[config.mk]
export PLATFORM = sky130hd
export DESIGN_NAME = npc_unit
export DESIGN_NICKNAME = d
export VERILOG_FILES = /design/src/rtl/npc_pkg.sv /design/src/rtl/npc_adders.sv /design/src/rtl/npc_zjoin.sv /design/src/rtl/npc_target_sel.sv /design/src/rtl/npc_unit.sv
export SDC_FILE = /design/constraint.sdc
export NUM_CORES = 1
export LEC_CHECK = 0
export BUFFER_PORTS_ARGS = -buffer_cell sky130_fd_sc_hd__buf_2
export CAP_MARGIN = 30
export CORE_UTILIZATION = 49
export CTS_CLUSTER_DIAMETER = 40
export DETAILED_ROUTE_END_ITERATION = 10
export PLACE_DENSITY = 0.82
export SYNTH_ARGS = -nofsm -noshare
export SYNTH_HDL_FRONTEND = slang
export SYNTH_SLANG_ARGS = --single-unit
[constraint.sdc]
create_clock -name clk -period 2.72 [get_ports clk]
set_input_delay 0.136 -clock clk [delete_from_list [all_inputs] [get_ports clk]]
set_output_delay 0.136 -clock clk [all_outputs]
set_load 0.05 [all_outputs]
[src/rtl/npc_pkg.sv]
package npc_pkg;

    localparam int NPC_MODE_W = 3;

    typedef enum logic [NPC_MODE_W-1:0] {
        NPC_SEQ = 3'd0,
        NPC_ABS = 3'd1,
        NPC_IND = 3'd2,
        NPC_EXT = 3'd3,
        NPC_REL = 3'd4
    } npc_mode_e;

endpackage

[src/rtl/npc_adders.sv]
module npc_adders #(
    parameter int PC_W  = 22,
    parameter int OFS_W = 12
) (
    input  logic [PC_W-1:0]  base_pc,
    input  logic [OFS_W-1:0] ofs,
    output logic [PC_W-1:0]  seq_pc,
    output logic [PC_W-1:0]  rel_pc
);
    localparam int EXT_BITS = PC_W - OFS_W;

    logic [PC_W-1:0] ofs_wide;

    // sign-extend the offset to the PC width
    generate
        if (EXT_BITS > 0) begin : g_sext
            assign ofs_wide = {{EXT_BITS{ofs[OFS_W-1]}}, ofs};
        end else begin : g_trunc
            assign ofs_wide = ofs[PC_W-1:0];
        end
    endgenerate

    always_comb begin
        seq_pc = base_pc + {{(PC_W-1){1'b0}}, 1'b1};
        rel_pc = base_pc + ofs_wide + {{(PC_W-1){1'b0}}, 1'b1};
    end

endmodule

[src/rtl/npc_zjoin.sv]
module npc_zjoin #(
    parameter int PC_W = 22,
    parameter int Z_W  = 16
) (
    input  logic [Z_W-1:0]  z_val,
    input  logic [PC_W-Z_W-1:0] hi_val,
    output logic [PC_W-1:0] z_only,
    output logic [PC_W-1:0] z_joined
);
    localparam int HI_W = PC_W - Z_W;

    generate
        if (HI_W > 0) begin : g_join
            assign z_only   = {{HI_W{1'b0}}, z_val};
            assign z_joined = {hi_val, z_val};
        end else begin : g_plain
            assign z_only   = z_val[PC_W-1:0];
            assign z_joined = z_val[PC_W-1:0];
        end
    endgenerate

endmodule

[src/rtl/npc_target_sel.sv]
module npc_target_sel
    import npc_pkg::*;
#(
    parameter int PC_W = 22
) (
    input  logic [NPC_MODE_W-1:0] mode_raw,
    input  logic                  taken,
    input  logic [PC_W-1:0]       seq_pc,
    input  logic [PC_W-1:0]       abs_pc,
    input  logic [PC_W-1:0]       ind_pc,
    input  logic [PC_W-1:0]       ext_pc,
    input  logic [PC_W-1:0]       rel_pc,
    output logic [PC_W-1:0]       sel_pc
);
    npc_mode_e mode;

    always_comb begin
        mode = npc_mode_e'(mode_raw);
        if (!taken) begin
            sel_pc = seq_pc;
        end else begin
            unique case (mode)
                NPC_ABS: sel_pc = abs_pc;
                NPC_IND: sel_pc = ind_pc;
                NPC_EXT: sel_pc = ext_pc;
                NPC_REL: sel_pc = rel_pc;
                default: sel_pc = seq_pc;
            endcase
        end
    end

endmodule

[src/rtl/npc_unit.sv]
module npc_unit
    import npc_pkg::*;
#(
    parameter int PC_W  = 22,
    parameter int OFS_W = 12,
    parameter int Z_W   = 16
) (
    input  logic                   clk,
    input  logic                   rst,
    input  logic [PC_W-1:0]        cur_pc,
    input  logic [NPC_MODE_W-1:0]  sel_mode,
    input  logic [PC_W-1:0]        jmp_target,
    input  logic [OFS_W-1:0]       rel_ofs,
    input  logic [Z_W-1:0]         zptr,
    input  logic [PC_W-Z_W-1:0]    ext_hi,
    input  logic                   take,
    output logic [PC_W-1:0]        nxt_pc,
    output logic [PC_W-1:0]        pc_q
);
    localparam int HI_W = PC_W - Z_W;

    logic [PC_W-1:0] seq_pc;
    logic [PC_W-1:0] rel_pc;
    logic [PC_W-1:0] ind_pc;
    logic [PC_W-1:0] ext_pc;
    logic [PC_W-1:0] sel_pc;

    npc_adders #(.PC_W(PC_W), .OFS_W(OFS_W)) u_add (
        .base_pc (cur_pc),
        .ofs     (rel_ofs),
        .seq_pc  (seq_pc),
        .rel_pc  (rel_pc)
    );

    npc_zjoin #(.PC_W(PC_W), .Z_W(Z_W)) u_zj (
        .z_val    (zptr),
        .hi_val   (ext_hi),
        .z_only   (ind_pc),
        .z_joined (ext_pc)
    );

    npc_target_sel #(.PC_W(PC_W)) u_sel (
        .mode_raw (sel_mode),
        .taken    (take),
        .seq_pc   (seq_pc),
        .abs_pc   (jmp_target),
        .ind_pc   (ind_pc),
        .ext_pc   (ext_pc),
        .rel_pc   (rel_pc),
        .sel_pc   (sel_pc)
    );

    always_comb begin
        nxt_pc = sel_pc;
    end

    always_ff @(posedge clk) begin
        if (rst) pc_q <= '0;
        else     pc_q <= nxt_pc;
    end


    pc_follow_chk: assert property (@(posedge clk) disable iff (rst)
        1'b1 |=> (pc_q == $past(nxt_pc)));


    no_take_seq_chk: assert property (@(posedge clk) disable iff (rst)
        !take |-> (nxt_pc == cur_pc + {{(PC_W-1){1'b0}}, 1'b1}));


    ind_zero_hi_chk: assert property (@(posedge clk) disable iff (rst)
        (take && sel_mode == NPC_IND) |-> (nxt_pc[PC_W-1:Z_W] == '0 && nxt_pc[Z_W-1:0] == zptr));


    ext_join_chk: assert property (@(posedge clk) disable iff (rst)
        (take && sel_mode == NPC_EXT) |-> (nxt_pc[PC_W-1:Z_W] == ext_hi && nxt_pc[Z_W-1:0] == zptr));


    abs_target_chk: assert property (@(posedge clk) disable iff (rst)
        (take && sel_mode == NPC_ABS) |-> (nxt_pc == jmp_target));


    spare_code_seq_chk: assert property (@(posedge clk) disable iff (rst)
        (take && sel_mode > 3'd4) |-> (nxt_pc == cur_pc + {{(PC_W-1){1'b0}}, 1'b1}));

    initial begin
        assert (HI_W >= 0) else $error("Z width exceeds PC width");
    end

endmodule

Word-level counts from Yosys, hierarchy flattened
Cells that the tools add are included.
{"block": "word_totals", "reg_bits": 22, "inputBits": 84, "out_inout_bits": 44}
{"block": "classes", "add_sub_neg": 3, "n_eq_ne": 4, "muxes": 2}
{"operator": "22-bit one-hot mux with 4 select lines", "n": 1}
{"operator": "22-bit by 1-bit adder with 22-bit output, second input constant", "n": 2}
{"operator": "22-bit adder", "n": 1}
{"operator": "22-bit 2-to-1 mux", "n": 1}
{"operator": "3-bit by 2-bit == test with 1-bit output, second input constant", "n": 2}
{"operator": "3-bit by 1-bit == test with 1-bit output, second input constant", "n": 1}
{"operator": "3-bit == test, second input constant", "n": 1}

Logic depth before layout (Yosys ltp)
{"block": "depth", "depth_word": 4, "mapped_depth": 11}

By module
From an unflattened synthesis, not the netlist that was laid out.
{"block": "hier_totals", "cells_unflattened": 455, "hier_area_um2": 3672.3}
{"module": "npc_adders", "instances": 1, "cells_per_inst": 206, "area_per_inst_um2": 1520.2}
{"module": "npc_target_sel", "instances": 1, "cells_per_inst": 158, "area_per_inst_um2": 1177.4}
{"module": "npc_unit", "instances": 1, "cells_per_inst": 46, "area_per_inst_um2": 640.6}
{"module": "npc_zjoin", "instances": 1, "cells_per_inst": 45, "area_per_inst_um2": 334.1}

Worst setup path before layout
No wires, ideal clock.
{"block": "synth_timing", "kind": "input to register", "start": "input cur_pc[0]", "end": "register pc_q[20]", "setup_time_ns": 0.068, "arrival_time_ns": 2.929, "t_required_ns": 2.652, "path_slack_ns": -0.277, "cell_stages": 11, "cell_sequence": "inv_1 -> ha_1 -> inv_1 -> fa_1 -> a211oi_1 -> o21bai_1 -> a211o_1 -> a21oi_1 -> nand4_1 -> a32oi_1 -> nor2b_1"}
{"block": "synth_via", "elab_chain_cells": 4}
{"item": "start: declaration", "line": "npc_unit.sv:10", "rtl": "input logic [PC_W-1:0] cur_pc,"}
{"item": "22-bit adder", "line": "npc_adders.sv:25", "rtl": "rel_pc = base_pc + ofs_wide + {{(PC_W-1){1'b0}}, 1'b1};"}
{"item": "22-bit by 1-bit adder with 22-bit output", "line": "npc_adders.sv:25"}
{"item": "22-bit one-hot mux with 4 select lines", "line": "npc_target_sel.sv:22", "rtl": "unique case (mode)"}
{"item": "22-bit 2-to-1 mux (*)", "line": "npc_target_sel.sv:19", "rtl": "if (!taken) begin"}
{"item": "net nxt_pc[20]", "line": "npc_unit.sv:17", "rtl": "output logic [PC_W-1:0] nxt_pc,"}
{"item": "end signal: assignment", "line": "npc_unit.sv:59", "rtl": "else pc_q <= nxt_pc;"}
{"item": "end: declaration", "line": "npc_unit.sv:18", "rtl": "output logic [PC_W-1:0] pc_q"}
The timed path passes the listed nets; every way through them passes the cells marked *.
A chain may end at the register's enable or synchronous reset.

Worst setup path after layout
{"block": "layout_timing", "start": "input cur_pc[0]", "end": "output nxt_pc[10]"}
{"block": "layout_via", "elab_chain_cells": 4}
{"item": "22-bit adder", "line": "npc_adders.sv:25"}
{"item": "22-bit by 1-bit adder with 22-bit output", "line": "npc_adders.sv:25"}
{"item": "22-bit one-hot mux with 4 select lines", "line": "npc_target_sel.sv:22"}
{"item": "22-bit 2-to-1 mux (*)", "line": "npc_target_sel.sv:19"}
{"item": "end: declaration", "line": "npc_unit.sv:17"}
Mark *: on every way between the ends. The rest lies on a longest branch, timed or not.

==> metrics.log <==
[metrics] data arrival at the endpoint of the critical path: 2.52 ns
[metrics] Placed Cells incl. Taps: approximately 630
[metrics] Most common cell on crit path: inv_2
[metrics] post-layout net count: 670
[metrics] prevailing post-synth register cell: dfxtp_1
[metrics] top-area cell type share of the netlist area: 14.8%
[metrics] multiplexer area fraction after synthesis: roughly 1.4%
[metrics] final hold violation count: 0
[metrics] share of the synthesized area in compound gates (AO/OA/AOI/OAI): approximately a third
[metrics] Cell variety after synth: 54
[metrics] total number of vias: slightly below 4000
[metrics] number of standard-cell rows in the floorplan: 28
[metrics] clock tree buffer depth: 2
[metrics] final instance count without filler cells: about 640
[metrics] starting utilization of the core area: between 50% and 60%
[metrics] violations in the final reports: DRC
[metrics] Initial DRT Pass Iterations: 10
[metrics] Via density: ~6.1
[metrics] Startpoint Class: input pin
[metrics] n_diodes: 0
[metrics] wire length of the first global-routing pass: about 16000 microns
[metrics] cell area reported after detailed placement: around 0.0038 sq mm
[metrics] Port Buffer Count: between 100 and 150
[metrics] leakage component of the power: between 1.5 and 2 nW
[metrics] synthesis-stage register bit count: 22
[metrics] Slowest-stage cell, CP: fa_2
[metrics] Top-Level Pins: between 100 and 150
[metrics] initial antenna violation count: 0
[metrics] worst hold path cell count: 3
[metrics] weighted congestion at the end of routability-driven global placement: approximately 0.92
[metrics] min cycle time layout: roughly 2.7 ns
[metrics] final clock period utilization by the worst path: 97.6%
[metrics] count of flip-flops with a built-in enable after synthesis: 0
[metrics] sequential share of the synthesized area: between 10 and 15%
[metrics] Post-Syn Nets: 533
[metrics] required time of the critical path: approximately 2.6 ns
[metrics] largest area contributor in the netlist: dfxtp_1
[metrics] pre-CTS setup slack: -0.208 ns
[metrics] Crit path buffers/inverters: 5
[metrics] Synth Area in Adders: between 9 and 10%
[metrics] area share of and/or/nand/nor cells after synthesis: a little under 30%
[metrics] HP Start: zptr[3]
[metrics] Tightest Pin Transition: 0.609 ns
[metrics] Pins Over Slew Limit: 0
[metrics] fraction of synthesis flops using an asynchronous set or reset pin: 0%
[metrics] Remaining Overflow, GRT: 0
[metrics] max reg flops: 22
[metrics] clock tree from TritonCTS: built
[metrics] core region area: a little under 0.006 sq mm
[metrics] HPWL reported at the end of detailed placement: 8550 microns
[metrics] Min-Delay Path Class: input pin to flop
[metrics] share of post-route cells with drive strength above 1: ~33%
[metrics] total detailed-routing wirelength: about 11000 microns
[metrics] number of failing setup endpoints in the final timing report: 0
[metrics] die footprint: roughly 0.0064 sq mm
[metrics] Final Util: between 60% and 70%
[metrics] mean cell area of the mapped netlist: ~7 sq um
[metrics] Worst IR Drop VDD: between 0.0002 and 0.00025 V
[metrics] family of cells with the greatest summed delay on the critical path: compound AO/OA/AOI/OAI gates
[metrics] power density over the cells: roughly 380 mW/mm^2
[metrics] number of filler instances in the final layout: slightly above 500
[metrics] type of the worst setup path: input pin to output port
[metrics] Reg with most FFs: pc_q
[metrics] CP max FO: 4
[metrics] highest clock frequency the design can meet: ~380 MHz
[metrics] cells traversed along the worst timing path: buf_6 -> inv_2 -> ha_4 -> inv_2 -> fa_2 -> a211oi_2 -> o21bai_2 -> a211o_1 -> buf_4 -> xor2_1 -> a21oi_1 -> a21oi_2 -> clkbuf_4
[metrics] DRC Markers: 1
[metrics] DIE WIDTH: 79.9 microns
[metrics] warning count from the yosys run: 0
[metrics] status: complete, but fails checks
[metrics] largest family of logic cells by synthesized area: compound AO/OA/AOI/OAI gates
[metrics] Post-DRT Antenna Nets: 0
[metrics] total of max-cap violations: 0
[metrics] post-CTS clock slew at the launch and capture registers of the worst setup and hold paths: about 0.07 ns
[metrics] worst stage delay on the critical path: 0.36 ns
[metrics] leading post-synthesis cells by cell area: dfxtp_1, ha_1, a21oi_1, o21ai_0, nor2_1
[metrics] number of sinks on the clock net: 22
[metrics] clock root buffer master: clkbuf_8
[metrics] die extent in y: roughly 80 microns
[metrics] total routing resource utilization after global routing: 31.9%
[metrics] drt initial violations: ~320
[metrics] Post-Synthesis Cells: ~430
[metrics] minimum setup slack in the final design: 0.0640 ns
[metrics] area added between synthesis and finish: 35.3%
[metrics] largest net degree at the start of global routing: 25
[metrics] H-tree levels: 1
[metrics] area of the mapped netlist: around 0.0030 sq mm
[metrics] WL/cell: 16.7 microns
[metrics] post-synthesis xor/xnor area fraction: roughly 9%
[metrics] sum of negative setup slack: 0 ns
[metrics] via count of the first global-routing pass: around 3400
[metrics] launching instance or port of the critical path: cur_pc[0]
[metrics] Stages on worst setup path: 13
[metrics] largest registers: pc_q x22
[metrics] cts-stage hold buffer count: 0
[metrics] CP Capture Type: output port
[metrics] total clock buffers created by CTS: 3
[metrics] final instance area: between 0.004 and 0.005 sq mm
[metrics] max_slew headroom: approximately 59%
[stage by stage]
step	power (W)	hold slack (ns)
2_1_floorplan	0.000965	0.208
3_3_place_gp	0.00123	0.534
3_5_place_dp	0.00124	0.546
4_1_cts	0.00149	0.276
5_1_grt	0.00161	0.281
6_report	0.00154	0.279
[placed cells by master (no fill, tap or decap), types with 3 or more instances in the layout]
cell,count
nor2b_1,14
and2_1,3
nand2_1,36
clkbuf_8,4
or3_1,5
buf_4,26
nand2b_1,15
nor2_1,39
buf_2,118
a21o_1,7
a21oi_2,5
nor3_1,8
a22oi_1,9
a22o_1,4
or2_2,3
nor4_1,3
buf_6,5
inv_1,6
mux2i_1,3
xnor2_1,16
dfxtp_1,22
and4_1,3
ha_1,20
a221oi_1,3
o21a_1,5
nand4_1,7
a221o_1,3
o211ai_1,4
xor2_1,13
clkbuf_4,3
a31oi_1,4
nand3_1,16
a21oi_1,41
and3_1,6
o21ai_0,34
a211oi_1,12
[routing by layer]
metal	wire length [microns]	up-vias	global-route usage [%]
met3	1100	25	2.86
met2	4730	252	51.3
met1	4560	1778	44.5
met5	0	-	0
met4	252	0	9.64
li1	-	1857	-
[cells in the mapped netlist (14+ instances only)]
library cell,count
a21oi_1,45
clkbuf_1,16
dfxtp_1,22
ha_1,22
nand2_1,36
nand2b_1,15
nand3_1,16
nor2_1,41
nor2b_1,14
o21ai_0,36
xnor2_1,16
xor2_1,14
[worst min-delay path: cells and delay by family]
kind,cells,cell delay (ns)
AO/OA/AOI/OAI,2,0.25
buffers and inverters,1,0.10
[power breakdown]
group	switching, W	internal, W	total, W
logic	0.000620	0.000318	0.000938
registers	0.00000657	0.000349	0.000356
clock network	0.000116	0.000129	0.000245
[cell type report]
type	instances	area (sq um)	share of cell area, %
Inverter	9	36.3	0.901
Sequential cell	22	440	10.9
Multi-Input combinational cell	375	2540	63.0
Timing Repair Buffer	152	865	21.5
Tap cell	75	93.8	2.33
Clock buffer	4	55.1	1.37
[logic make-up (layout without fill, tap and decap cells)]
kind of cell / Yosys count / count (layout)
DFF: 22 / 22
muxes: 4 / 4
adders and majority gates: 23 / 23
AOI/OAI and AO/OA: 152 / 152
and+or+nand+nor: 166 / 166
buffers and inverters: 29 / 165
xor gates and xnor gates: 30 / 30
[path summary, 6_finish.rpt]
| check | to | slack, ns |
|---|---|---|
| setup / recovery | nxt_pc[10] | 0.06 |
| hold / removal | pc_q[3] | 0.28 |
[timing repair]
item / 4_1_cts / 5_1_grt
endpoints found under the setup margin: 7 / 8
pin swaps: 4 / 9
setup buffers: 0 / 2
gates resized for setup: 12 / 22
Power figures use the tool's default switching activity.
